**config.mk**
```make
export PLATFORM = sky130hd
export DESIGN_NAME = cmap_conn_mem
export DESIGN_NICKNAME = d
export VERILOG_FILES = /design/src/rtl/cmap_pkg.sv /design/src/rtl/cmap_store.sv /design/src/rtl/cmap_page_ctl.sv /design/src/rtl/cmap_msel_regs.sv /design/src/rtl/cmap_conn_mem.sv
export SDC_FILE = /design/constraint.sdc
export NUM_CORES = 2
export LEC_CHECK = 0
export BUFFER_PORTS_ARGS = -buffer_cell sky130_fd_sc_hd__clkbuf_2
export CAP_MARGIN = 10
export CORE_ASPECT_RATIO = 1.25
export CORE_MARGIN = 2
export CORE_UTILIZATION = 50
export DETAILED_ROUTE_END_ITERATION = 6
export PLACE_DENSITY_LB_ADDON = 0.2
export SLEW_MARGIN = 20
export SYNTH_ARGS = -nofsm -noshare
export SYNTH_HDL_FRONTEND = slang
export SYNTH_SLANG_ARGS = --single-unit
```
**constraint.sdc**
```tcl
create_clock -name clk -period 10.85 [get_ports clk]
set_input_delay 1.085 -clock clk [delete_from_list [all_inputs] [get_ports clk]]
set_output_delay 1.085 -clock clk [all_outputs]
set_load 0.01 [all_outputs]
```
**src/rtl/cmap_pkg.sv**
```systemverilog
package cmap_pkg;
   typedef enum logic {PG_A = 1'b0, PG_B = 1'b1} page_e;
   typedef enum logic {MAP_C = 1'b0, MAP_D = 1'b1} map_e;

   // linear entry position: channel, then page, then map, then slot
   function automatic int unsigned lin_addr(int unsigned ch, int unsigned pg,
                                            int unsigned mp, int unsigned sl,
                                            int unsigned slots);
      return ((ch * 2 + pg) * 2 + mp) * slots + sl;
   endfunction
endpackage

```
**src/rtl/cmap_store.sv**
```systemverilog
module cmap_store #(
   parameter int DEPTH = 192,
   parameter int AW    = 8,
   parameter int DW    = 10,
   parameter int NRD   = 2
) (
   input  logic                     clk,
   input  logic                     rst_n,
   input  logic                     we,
   input  logic [AW-1:0]            waddr,
   input  logic [DW-1:0]            wdata,
   input  logic [NRD-1:0]           rd_en,
   input  logic [NRD-1:0][AW-1:0]   rd_addr,
   output logic [NRD-1:0][DW-1:0]   rd_data
);
   logic [DW-1:0] mem [DEPTH];

   always_ff @(posedge clk or negedge rst_n) begin
      if (!rst_n) begin
         for (int i = 0; i < DEPTH; i++) mem[i] <= '0;
      end else if (we) begin
         mem[waddr] <= wdata;
      end
   end

   for (genvar p = 0; p < NRD; p++) begin : g_rd
      always_ff @(posedge clk or negedge rst_n) begin
         if (!rst_n)        rd_data[p] <= '0;
         else if (rd_en[p]) rd_data[p] <= mem[rd_addr[p]];
         else               rd_data[p] <= '0;
      end
   end
endmodule

```
**src/rtl/cmap_page_ctl.sv**
```systemverilog
module cmap_page_ctl #(
   parameter int N_CH = 4,
   parameter int CH_W = 2
) (
   input  logic            clk,
   input  logic            rst_n,
   input  logic            frame_sync,
   input  logic            swap_req,
   input  logic [CH_W-1:0] swap_ch,
   output logic [N_CH-1:0] active
);
   logic [N_CH-1:0] pending;

   for (genvar c = 0; c < N_CH; c++) begin : g_ch
      logic hit;
      assign hit = swap_req && (swap_ch == CH_W'(c));
      always_ff @(posedge clk or negedge rst_n) begin
         if (!rst_n) begin
            active[c]  <= 1'b0;
            pending[c] <= 1'b0;
         end else begin
            if (frame_sync && pending[c]) active[c] <= ~active[c];
            pending[c] <= (pending[c] && !frame_sync) || hit;
         end
      end
   end
endmodule

```
**src/rtl/cmap_msel_regs.sv**
```systemverilog
module cmap_msel_regs #(
   parameter int N_CH  = 4,
   parameter int CH_W  = 2,
   parameter int SLOTS = 12
) (
   input  logic                        clk,
   input  logic                        rst_n,
   input  logic                        wr,
   input  logic [CH_W-1:0]             ch,
   input  logic [SLOTS-1:0]            data,
   output logic [N_CH-1:0][SLOTS-1:0]  sel
);
   for (genvar c = 0; c < N_CH; c++) begin : g_ch
      always_ff @(posedge clk or negedge rst_n) begin
         if (!rst_n)                        sel[c] <= '0;
         else if (wr && ch == CH_W'(c))     sel[c] <= data;
      end
   end
endmodule

```
**src/rtl/cmap_conn_mem.sv**
```systemverilog
module cmap_conn_mem #(
   parameter int N_CH   = 4,
   parameter int SLOTS  = 12,
   parameter int IDX_W  = 10,
   localparam int CH_W   = $clog2(N_CH),
   localparam int SLOT_W = $clog2(SLOTS)
) (
   input  logic              clk,
   input  logic              rst_n,
   input  logic              frame_sync,
   input  logic              lk_valid,
   input  logic [CH_W-1:0]   lk_ch,
   input  logic [SLOT_W-1:0] lk_slot,
   output logic              out_valid,
   output logic [IDX_W-1:0]  out_idx,
   input  logic              cpu_wr,
   input  logic              cpu_rd,
   input  logic [CH_W-1:0]   cpu_ch,
   input  logic              cpu_page,
   input  logic              cpu_map,
   input  logic [SLOT_W-1:0] cpu_slot,
   input  logic [IDX_W-1:0]  cpu_wdata,
   output logic              cpu_rvalid,
   output logic [IDX_W-1:0]  cpu_rdata,
   input  logic              msel_wr,
   input  logic [CH_W-1:0]   msel_ch,
   input  logic [SLOTS-1:0]  msel_data,
   input  logic              swap_req,
   input  logic [CH_W-1:0]   swap_ch,
   output logic [N_CH-1:0]   cfg_active
);
   import cmap_pkg::*;

   localparam int DEPTH = N_CH * 4 * SLOTS;
   localparam int AW    = $clog2(DEPTH);
   localparam logic [SLOT_W-1:0] SLOT_LAST = SLOT_W'(SLOTS - 1);
   localparam logic [CH_W-1:0]   CH_LAST   = CH_W'(N_CH - 1);

   if (N_CH < 2)                 begin : g_bad_ch   $error("N_CH must be at least 2");        end
   if (SLOTS < 2)                begin : g_bad_sl   $error("SLOTS must be at least 2");       end
   if (IDX_W < 1 || IDX_W > 16)  begin : g_bad_w    $error("IDX_W must be within 1..16");     end

   logic [N_CH-1:0][SLOTS-1:0] msel;
   logic lk_ok, rd_ok, wr_ok;
   page_e lk_pg;
   map_e  lk_mp;
   logic [1:0]           rd_en;
   logic [1:0][AW-1:0]   rd_addr;
   logic [1:0][IDX_W-1:0] rd_data;
   logic [AW-1:0]        wr_addr;
   logic                 lk_q, rd_q;

   cmap_page_ctl #(.N_CH(N_CH), .CH_W(CH_W)) u_pages (
      .clk(clk), .rst_n(rst_n), .frame_sync(frame_sync),
      .swap_req(swap_req), .swap_ch(swap_ch), .active(cfg_active));

   cmap_msel_regs #(.N_CH(N_CH), .CH_W(CH_W), .SLOTS(SLOTS)) u_msel (
      .clk(clk), .rst_n(rst_n), .wr(msel_wr), .ch(msel_ch),
      .data(msel_data), .sel(msel));

   always_comb begin
      lk_ok = lk_valid && (lk_slot <= SLOT_LAST) && (lk_ch <= CH_LAST);
      rd_ok = cpu_rd   && (cpu_slot <= SLOT_LAST) && (cpu_ch <= CH_LAST);
      wr_ok = cpu_wr   && (cpu_slot <= SLOT_LAST) && (cpu_ch <= CH_LAST)
              && (cpu_page != cfg_active[cpu_ch]);
      lk_pg = page_e'(cfg_active[lk_ch]);
      lk_mp = lk_ok ? map_e'(msel[lk_ch][lk_slot]) : MAP_C;
      rd_en      = {rd_ok, lk_ok};
      rd_addr[0] = AW'(lin_addr(32'(lk_ch), 32'(lk_pg), 32'(lk_mp), 32'(lk_slot), SLOTS));
      rd_addr[1] = AW'(lin_addr(32'(cpu_ch), 32'(cpu_page), 32'(cpu_map), 32'(cpu_slot), SLOTS));
      wr_addr    = rd_addr[1];
   end

   cmap_store #(.DEPTH(DEPTH), .AW(AW), .DW(IDX_W), .NRD(2)) u_store (
      .clk(clk), .rst_n(rst_n), .we(wr_ok), .waddr(wr_addr), .wdata(cpu_wdata),
      .rd_en(rd_en), .rd_addr(rd_addr), .rd_data(rd_data));

   always_ff @(posedge clk or negedge rst_n) begin
      if (!rst_n) begin
         lk_q <= 1'b0;
         rd_q <= 1'b0;
      end else begin
         lk_q <= lk_ok;
         rd_q <= rd_ok;
      end
   end

   assign out_valid  = lk_q;
   assign out_idx    = rd_data[0];
   assign cpu_rvalid = rd_q;
   assign cpu_rdata  = rd_data[1];
endmodule

```
**Word level (Yosys, flattened, before mapping)**

Cells that the tools add are included.

- Bits in registers: 1998
- Input bits: 48

- Add/subtract/negate cells: 6
- $mul: 2
- $lt $le $gt $ge: 10
- Equal/unequal tests: 7
- Mux-type cells: 20
- Bitwise logic cells: 6
- Reduce and logical (&&, ||, !) cells: 31

Operators with widths:

| operator | count |
|---|---|
| 1920-bit bitwise mux | 1 |
| 10-bit binary-select mux with 8-bit select | 2 |
| 10-bit demux with 8-bit select | 1 |
| 10-bit two-way mux | 7 |
| 12-bit binary-select mux with 2-bit select | 1 |
| 1-bit logical AND | 24 |
| 9-bit greater-or-equal comparator (second input constant) | 2 |
| 8-bit inverter with 9-bit output | 2 |
| 8-bit by 4-bit adder with 8-bit output | 2 |
| 5-bit by 1-bit adder with 6-bit output | 2 |
| 6-bit by 2-bit multiplier with 6-bit output (second input constant) | 2 |
| 12-bit two-way mux | 1 |
| 9-bit by 1-bit < comparator with 1-bit output (second input constant) | 1 |
| 3-bit by 1-bit adder with 4-bit output | 2 |
| 2-bit equality test (second input constant) | 4 |
| 4-bit <= comparator (second input constant) | 2 |
| 2-bit by 3-bit < comparator with 1-bit output (second input constant) | 2 |
| 4-bit by 5-bit < comparator with 1-bit output (second input constant) | 1 |
| 1-bit binary-select mux with 2-bit select | 2 |
| 1-bit binary-select mux with 4-bit select | 1 |
| 2-bit by 1-bit equality test with 1-bit output (second input constant) | 2 |
| 2-bit <= comparator (second input constant) | 2 |
| 2-bit zero test | 2 |
| 1-bit logical OR | 4 |
| 4 further kinds | 10 |

**Longest topological paths before layout**

- Word-level depth: 13
- Depth in mapped cells: 23
- Mapped depth without buffers: 14

**Hierarchy**

Synthesis repeated with hierarchy kept, for this count alone.

- Cell total of the unflattened synthesis: 7292
- Area total of the unflattened synthesis: 106922.5 um2

By module, submodules not included:

| module | times used | cells each | area an instance (um2) |
|---|---|---|---|
| cmap_store | 1 | 7054 | 103641.9 |
| cmap_msel_regs | 1 | 104 | 1801.7 |
| cmap_conn_mem | 1 | 106 | 1123.6 |
| cmap_page_ctl | 1 | 28 | 355.3 |

**Least setup slack after synthesis**

OpenSTA, ideal clock, no wires.

- Kind: input-to-reg
- From: input lk_ch[0]
- To: register u_store.rd_data[4] (netlist bit)
- Setup time: 145 ps
- Data arrival time: 5883 ps
- Data required time: 10705 ps
- Slack: 4822 ps
- Stages on the path: 18
- Buffers on the path: 6
- Cell sequence: clkbuf_1 -> clkbuf_1 -> mux4_2 -> mux4_2 -> mux2i_1 -> o21ai_0 -> and2_1 -> ha_1 -> fa_1 -> clkbuf_1 -> inv_1 -> buf_2 -> buf_1 -> buf_1 -> mux2i_1 -> a32oi_1 -> a311oi_1 -> a221oi_1

- Word-level cells in the longest chain between the ends: 13
- Elaborated cells on any way between the ends: 18
- Classes of those cells: add/sub: 3; mul: 1; order compare: 1; mux: 11; bitwise: 1; reduce/logical: 1

RTL lines:

| element | RTL line | source |
|---|---|---|
| start: declaration | cmap_conn_mem.sv:12 | `input logic [CH_W-1:0] lk_ch,` |
| 12-bit binary-select mux with 2-bit select | cmap_conn_mem.sv:67 | `lk_mp = lk_ok ? map_e'(msel[lk_ch][lk_slot]) : MAP_C;` |
| 12-bit two-way mux (implied by the code) | cmap_conn_mem.sv:67 |  |
| 1-bit binary-select mux with 4-bit select | cmap_conn_mem.sv:67 |  |
| 1-bit two-way mux (implied by the code) | cmap_conn_mem.sv:67 |  |
| 1-bit two-way mux | cmap_conn_mem.sv:67 |  |
| 5-bit by 1-bit adder with 6-bit output | cmap_pkg.sv:9 | `return ((ch * 2 + pg) * 2 + mp) * slots + sl;` |
| 6-bit by 2-bit multiplier with 6-bit output | cmap_pkg.sv:9 |  |
| 8-bit by 4-bit adder with 8-bit output | cmap_pkg.sv:9 |  |
| 8-bit inverter with 9-bit output (implied by the code) | cmap_store.sv:29 | `else if (rd_en[p]) rd_data[p] <= mem[rd_addr[p]];` |
| 10-bit binary-select mux with 8-bit select | cmap_store.sv:29 |  |
| 10-bit two-way mux (implied by the code) (2 in series) | cmap_store.sv:29 |  |
| 10-bit two-way mux (*) | cmap_store.sv:29 |  |
| end signal: indexed assignment | cmap_store.sv:29 |  |
| end: declaration | cmap_store.sv:14 | `output logic [NRD-1:0][DW-1:0] rd_data` |

Mark *: on every way between the ends. The rest lies on a longest branch, timed or not. The select of a mux whose other input is x is not followed.
A chain may end at the register's enable or synchronous reset.

**Final worst setup path**

- From: input lk_ch[0]
- To: register u_store.rd_data[2] (netlist bit)

Same word-level chain as after synthesis.

==> impl.org <==
** Power and ir drop
- Net Sw Power :: 6.30 mW
- Of the total power, combinational logic draws 0.216.
- Design internal power :: 13.9 mW
- Across the VDD grid, the largest voltage drop is 240 uV.
- In this run the static leakage power is 54.0 nW.
- Of the total power, the share spent switching nets is 0.312.
- Summing internal, switching and leakage power gives 20.2 mW.
- Power share of the sequential group :: 0.418
- Clock share of power :: 0.366
- Power spread over the standard cell area amounts to 172 nW/um2.

** Clock network
- The root buffer cell chosen for the clock tree is clkbuf_16.
- Buffers inserted during clock tree synthesis total 213.
- Maximum buffer depth of the clock tree :: 4
- Clock slew at the register clock pins of the worst setup and hold paths :: 0.07 ns
- Insertion delay of the later-clocked pin in the worst-skew pair :: 0.89 ns
- Counting every sink on the clock net gives 1,998.
- Post-CTS timing repair inserted 0 buffers for setup.
- Cells resized by post-CTS repair :: 0
- The H-tree was split into 4 levels.
- In this run, post-CTS hold repair placed 0 buffers.
- TritonCTS clock tree :: built

** Global route
- The via count of the first global-routing pass came to 68,000.
- For this run, the total global-route usage over all layers was measured as 0.324.
- Global-route wire length before repair :: 510 mm
- Largest net degree at the start of global routing :: 181
- Global routing finished with a remaining overflow of 0.
- The number of antenna violations at the first check in global routing was 23.

** STA
- Post-Route Hold Slack :: 0.273 ns
- Slew at the pin closest to its max-slew limit :: 1.12 ns
- Clock period minus final worst setup slack :: 6.65 ns
- Worst slew slack as a fraction of its limit :: 0.249
- Share of the clock period used by the worst path after layout :: 0.613
- Unrepaired setup endpoints after global routing :: no
- Across the routed clock network, the largest skew measured is 0.0698 ns.
- After routing, the total negative slack on setup checks comes to 0 ns.
- The count of final max-slew check failures came to 0.
- Static timing analysis puts the maximum clock frequency at 150 MHz.
- Hold Violations, Final :: 0
- Count of final setup violators :: 0

** Yosys
- After synthesis, the share of flip-flops with an asynchronous set or reset is 1.00.
- Synthesis handed over a netlist of 6,700 instances.
- Leading area contributor after synthesis :: dfrtp_1
- Number of distinct standard cells referenced by the synthesized netlist :: 85
- Most instantiated flip-flop cell in the synthesis netlist :: dfrtp_1
- Counting every net in the synthesized netlist gives 6,766.
- Fraction of the yosys area taken by sequential cells :: 0.464
- Mapped cell area :: 108,000 um2
- Top cell type's share of synthesized area :: 0.464
- Yosys attributes the largest share of cell area to dfrtp_1, mux4_2, mux2_2.
- During synthesis, Yosys emitted a total of 0 warnings.
- Count of state elements after synthesis :: 1,998
- In this run, synthesis inferred 0 flip-flops with an integrated enable.
- Syn Area/Cell :: 16.1 um2

** Layout
- Leaving out fill and tap cells, the most frequent cell in the layout is dfrtp_1.
- Final-stage net count :: 6,621
- Highest-count cells in the layout ignoring fill and taps :: dfrtp_1, mux2_2, mux4_2
- Relative area change from synthesis to final layout :: 9.13%
- Post-Route Utilization :: 0.549
- Of the cells placed in the final design, the portion with a size suffix greater than 1 is 0.559.

** Routing
- After detailed routing, the average wire length per cell comes to 36.7 um.
- Wires add up to 353 mm.
- Drt drc :: 15
- After the first detailed-routing iteration, the DRC count stood at 7,373.
- Vias :: 66,700
- Detailed Routing Iterations Pass 1 :: 7
- Antenna-violating nets left :: 0
- Using the TritonRoute via totals, the vias-per-cell ratio works out to 6.95.

** Critical path
- The critical path in this run is classified as input port to flop.
- Data arrival at the endpoint of the critical path :: 7.46 ns
- Critical-path maximum fanout :: 41
- Max stage delay cell, worst path :: a31oi_1
- Endpoint required time on the critical path :: 11.66 ns
- Critical path cell sequence :: clkbuf_2 -> mux4_2 -> mux4_2 -> mux2i_1 -> o21ai_0 -> and2_1 -> ha_1 -> fa_1 -> xnor2_2 -> buf_4 -> nand2_1 -> o22ai_1 -> a211oi_1 -> a31oi_1 -> nor2_1 -> nor3_1
- STA classifies the critical path startpoint as an input port.
- STA classifies the critical path endpoint as a flop.
- For this run, the slowest stage of the critical path takes 0.85 ns.
- Most prevalent standard cell on the critical path :: mux4_2

** Floorplan
- The initial utilization of the core area, before any placement, comes to 0.503.
- Overall die area :: 219,000 um2
- Chip height :: 523 um
- Core area :: 214,000 um2
- Std-Cell Rows :: 190
- The floorplan step set the die width to 419 um.
- Count of pins on the block boundary :: 74

** Run
- Max Cap Violations :: 0

** Outcome
- Violations in the final reports :: design-rule violations
- The run finished, with violations left.

** Placement
- HPWL after detailed placement :: 228 mm
- Placer's final routability congestion estimate :: 0.968
- PortBufs :: 73

** Min path
- The min-delay analysis places its worst path in the category input port to asynchronous set/reset pin.
kinds of logic after synthesis:
family                     after synthesis  synth area share
buffers and inverters                  584            0.0247
xor gates and xnor gates                20           0.00189
muxes                                 3194             0.448
DFF                                   1998             0.464
adders and majority gates               18           0.00237
and+or+nand+nor                        560            0.0363
AOI/OAI and AO/OA                      326            0.0219
flip-flops by register name, indices dropped and copies added (netlist names):
signal	cells
u_pages.pending	4
u_msel.sel	48
u_pages.active	4
u_store.mem	1920
u_store.rd_data	20
out_valid	1
cpu_rvalid	1
cell type report:
class | instances | area [um2]
repair buffers | 207 | 1730
clock buffers | 303 | 6180
inverters | 17 | 68.8
multi-input cells | 4118 | 55200
clock inverters | 65 | 724
diodes | 7 | 17.5
fillers | 17000 | 96700
well taps | 2880 | 3600
flip-flops and latches | 1998 | 50000
path summary, 6_finish.rpt:
check	from	to	slack, ns	cells past startpoint
setup / recovery	lk_ch[0]	u_store.rd_data[2]	4.20	16
hold / removal	rst_n	u_store.mem[166]	0.27	1
setup reg to reg	u_msel.sel[35]	u_store.rd_data[2]	4.65	15
hold reg to reg	u_msel.sel[32]	u_msel.sel[32]	0.50	1
max in group asynchronous	rst_n	u_store.mem[1255]	8.01	4
min in group clk	swap_ch[0]	u_pages.pending[2]	0.45	2
power groups by stage:
| stage | logic, mW | registers [mW] | clock network (mW) |
|---|---|---|---|
| after floorplan | 2.60 | 8.41 | 0 |
| after global placement | 4.18 | 8.51 | 0 |
| after detailed placement | 4.23 | 8.56 | 0 |
| after CTS | 4.25 | 8.42 | 7.50 |
| after global routing | 4.49 | 8.50 | 7.79 |
| final | 4.37 | 8.44 | 7.40 |
synthesized netlist by cell type, types with 11 or more instances:
master / instances
mux2_4: 20
a22oi_1: 63
mux2i_1: 124
dfrtp_1: 1998
inv_1: 17
nor2_4: 49
o21ai_0: 30
mux4_2: 1101
mux2_1: 40
buf_4: 55
nor3_1: 58
a31oi_1: 12
buf_2: 137
buf_1: 44
mux2_2: 1908
nand2_1: 152
or3_1: 11
nor2_8: 53
a21oi_1: 47
o22ai_1: 29
a22o_1: 28
nand3_1: 35
nor2b_1: 15
nor2_2: 29
clkbuf_1: 319
xnor2_1: 12
a221oi_1: 24
and3_1: 12
ha_1: 14
nor2_1: 75
through the flow:
stage	setup WS [ns]	instance area [um2]	instances
2_1_floorplan	4.82	108000	6700
3_3_place_gp	3.80	111000	9218
3_5_place_dp	3.75	111000	9218
4_1_cts	4.61	117000	9586
5_1_grt	4.09	117000	9590
6_report	4.20	118000	9595
critical path: cells and delay by family:
kind | cells | cell delay [ns]
AO/OA/AOI/OAI | 4 | 1.47
XOR/XNOR | 1 | 0.16
multiplexers | 3 | 1.28
AND/OR/NAND/NOR | 4 | 1.34
adder cells (fa/ha/maj) | 2 | 0.99
buffers and inverters | 2 | 1.05
layer usage:
| metal | wire [um] | GRT usage | vias to the layer above |
|---|---|---|---|
| met5 | 113 | 0 | - |
| met4 | 21900 | 0.167 | 18 |
| met3 | 30900 | 0.0843 | 833 |
| met2 | 165000 | 0.506 | 3073 |
| met1 | 134000 | 0.421 | 36700 |
| li1 | - | - | 26100 |
Note: power is estimated with default switching activity, not from simulation.
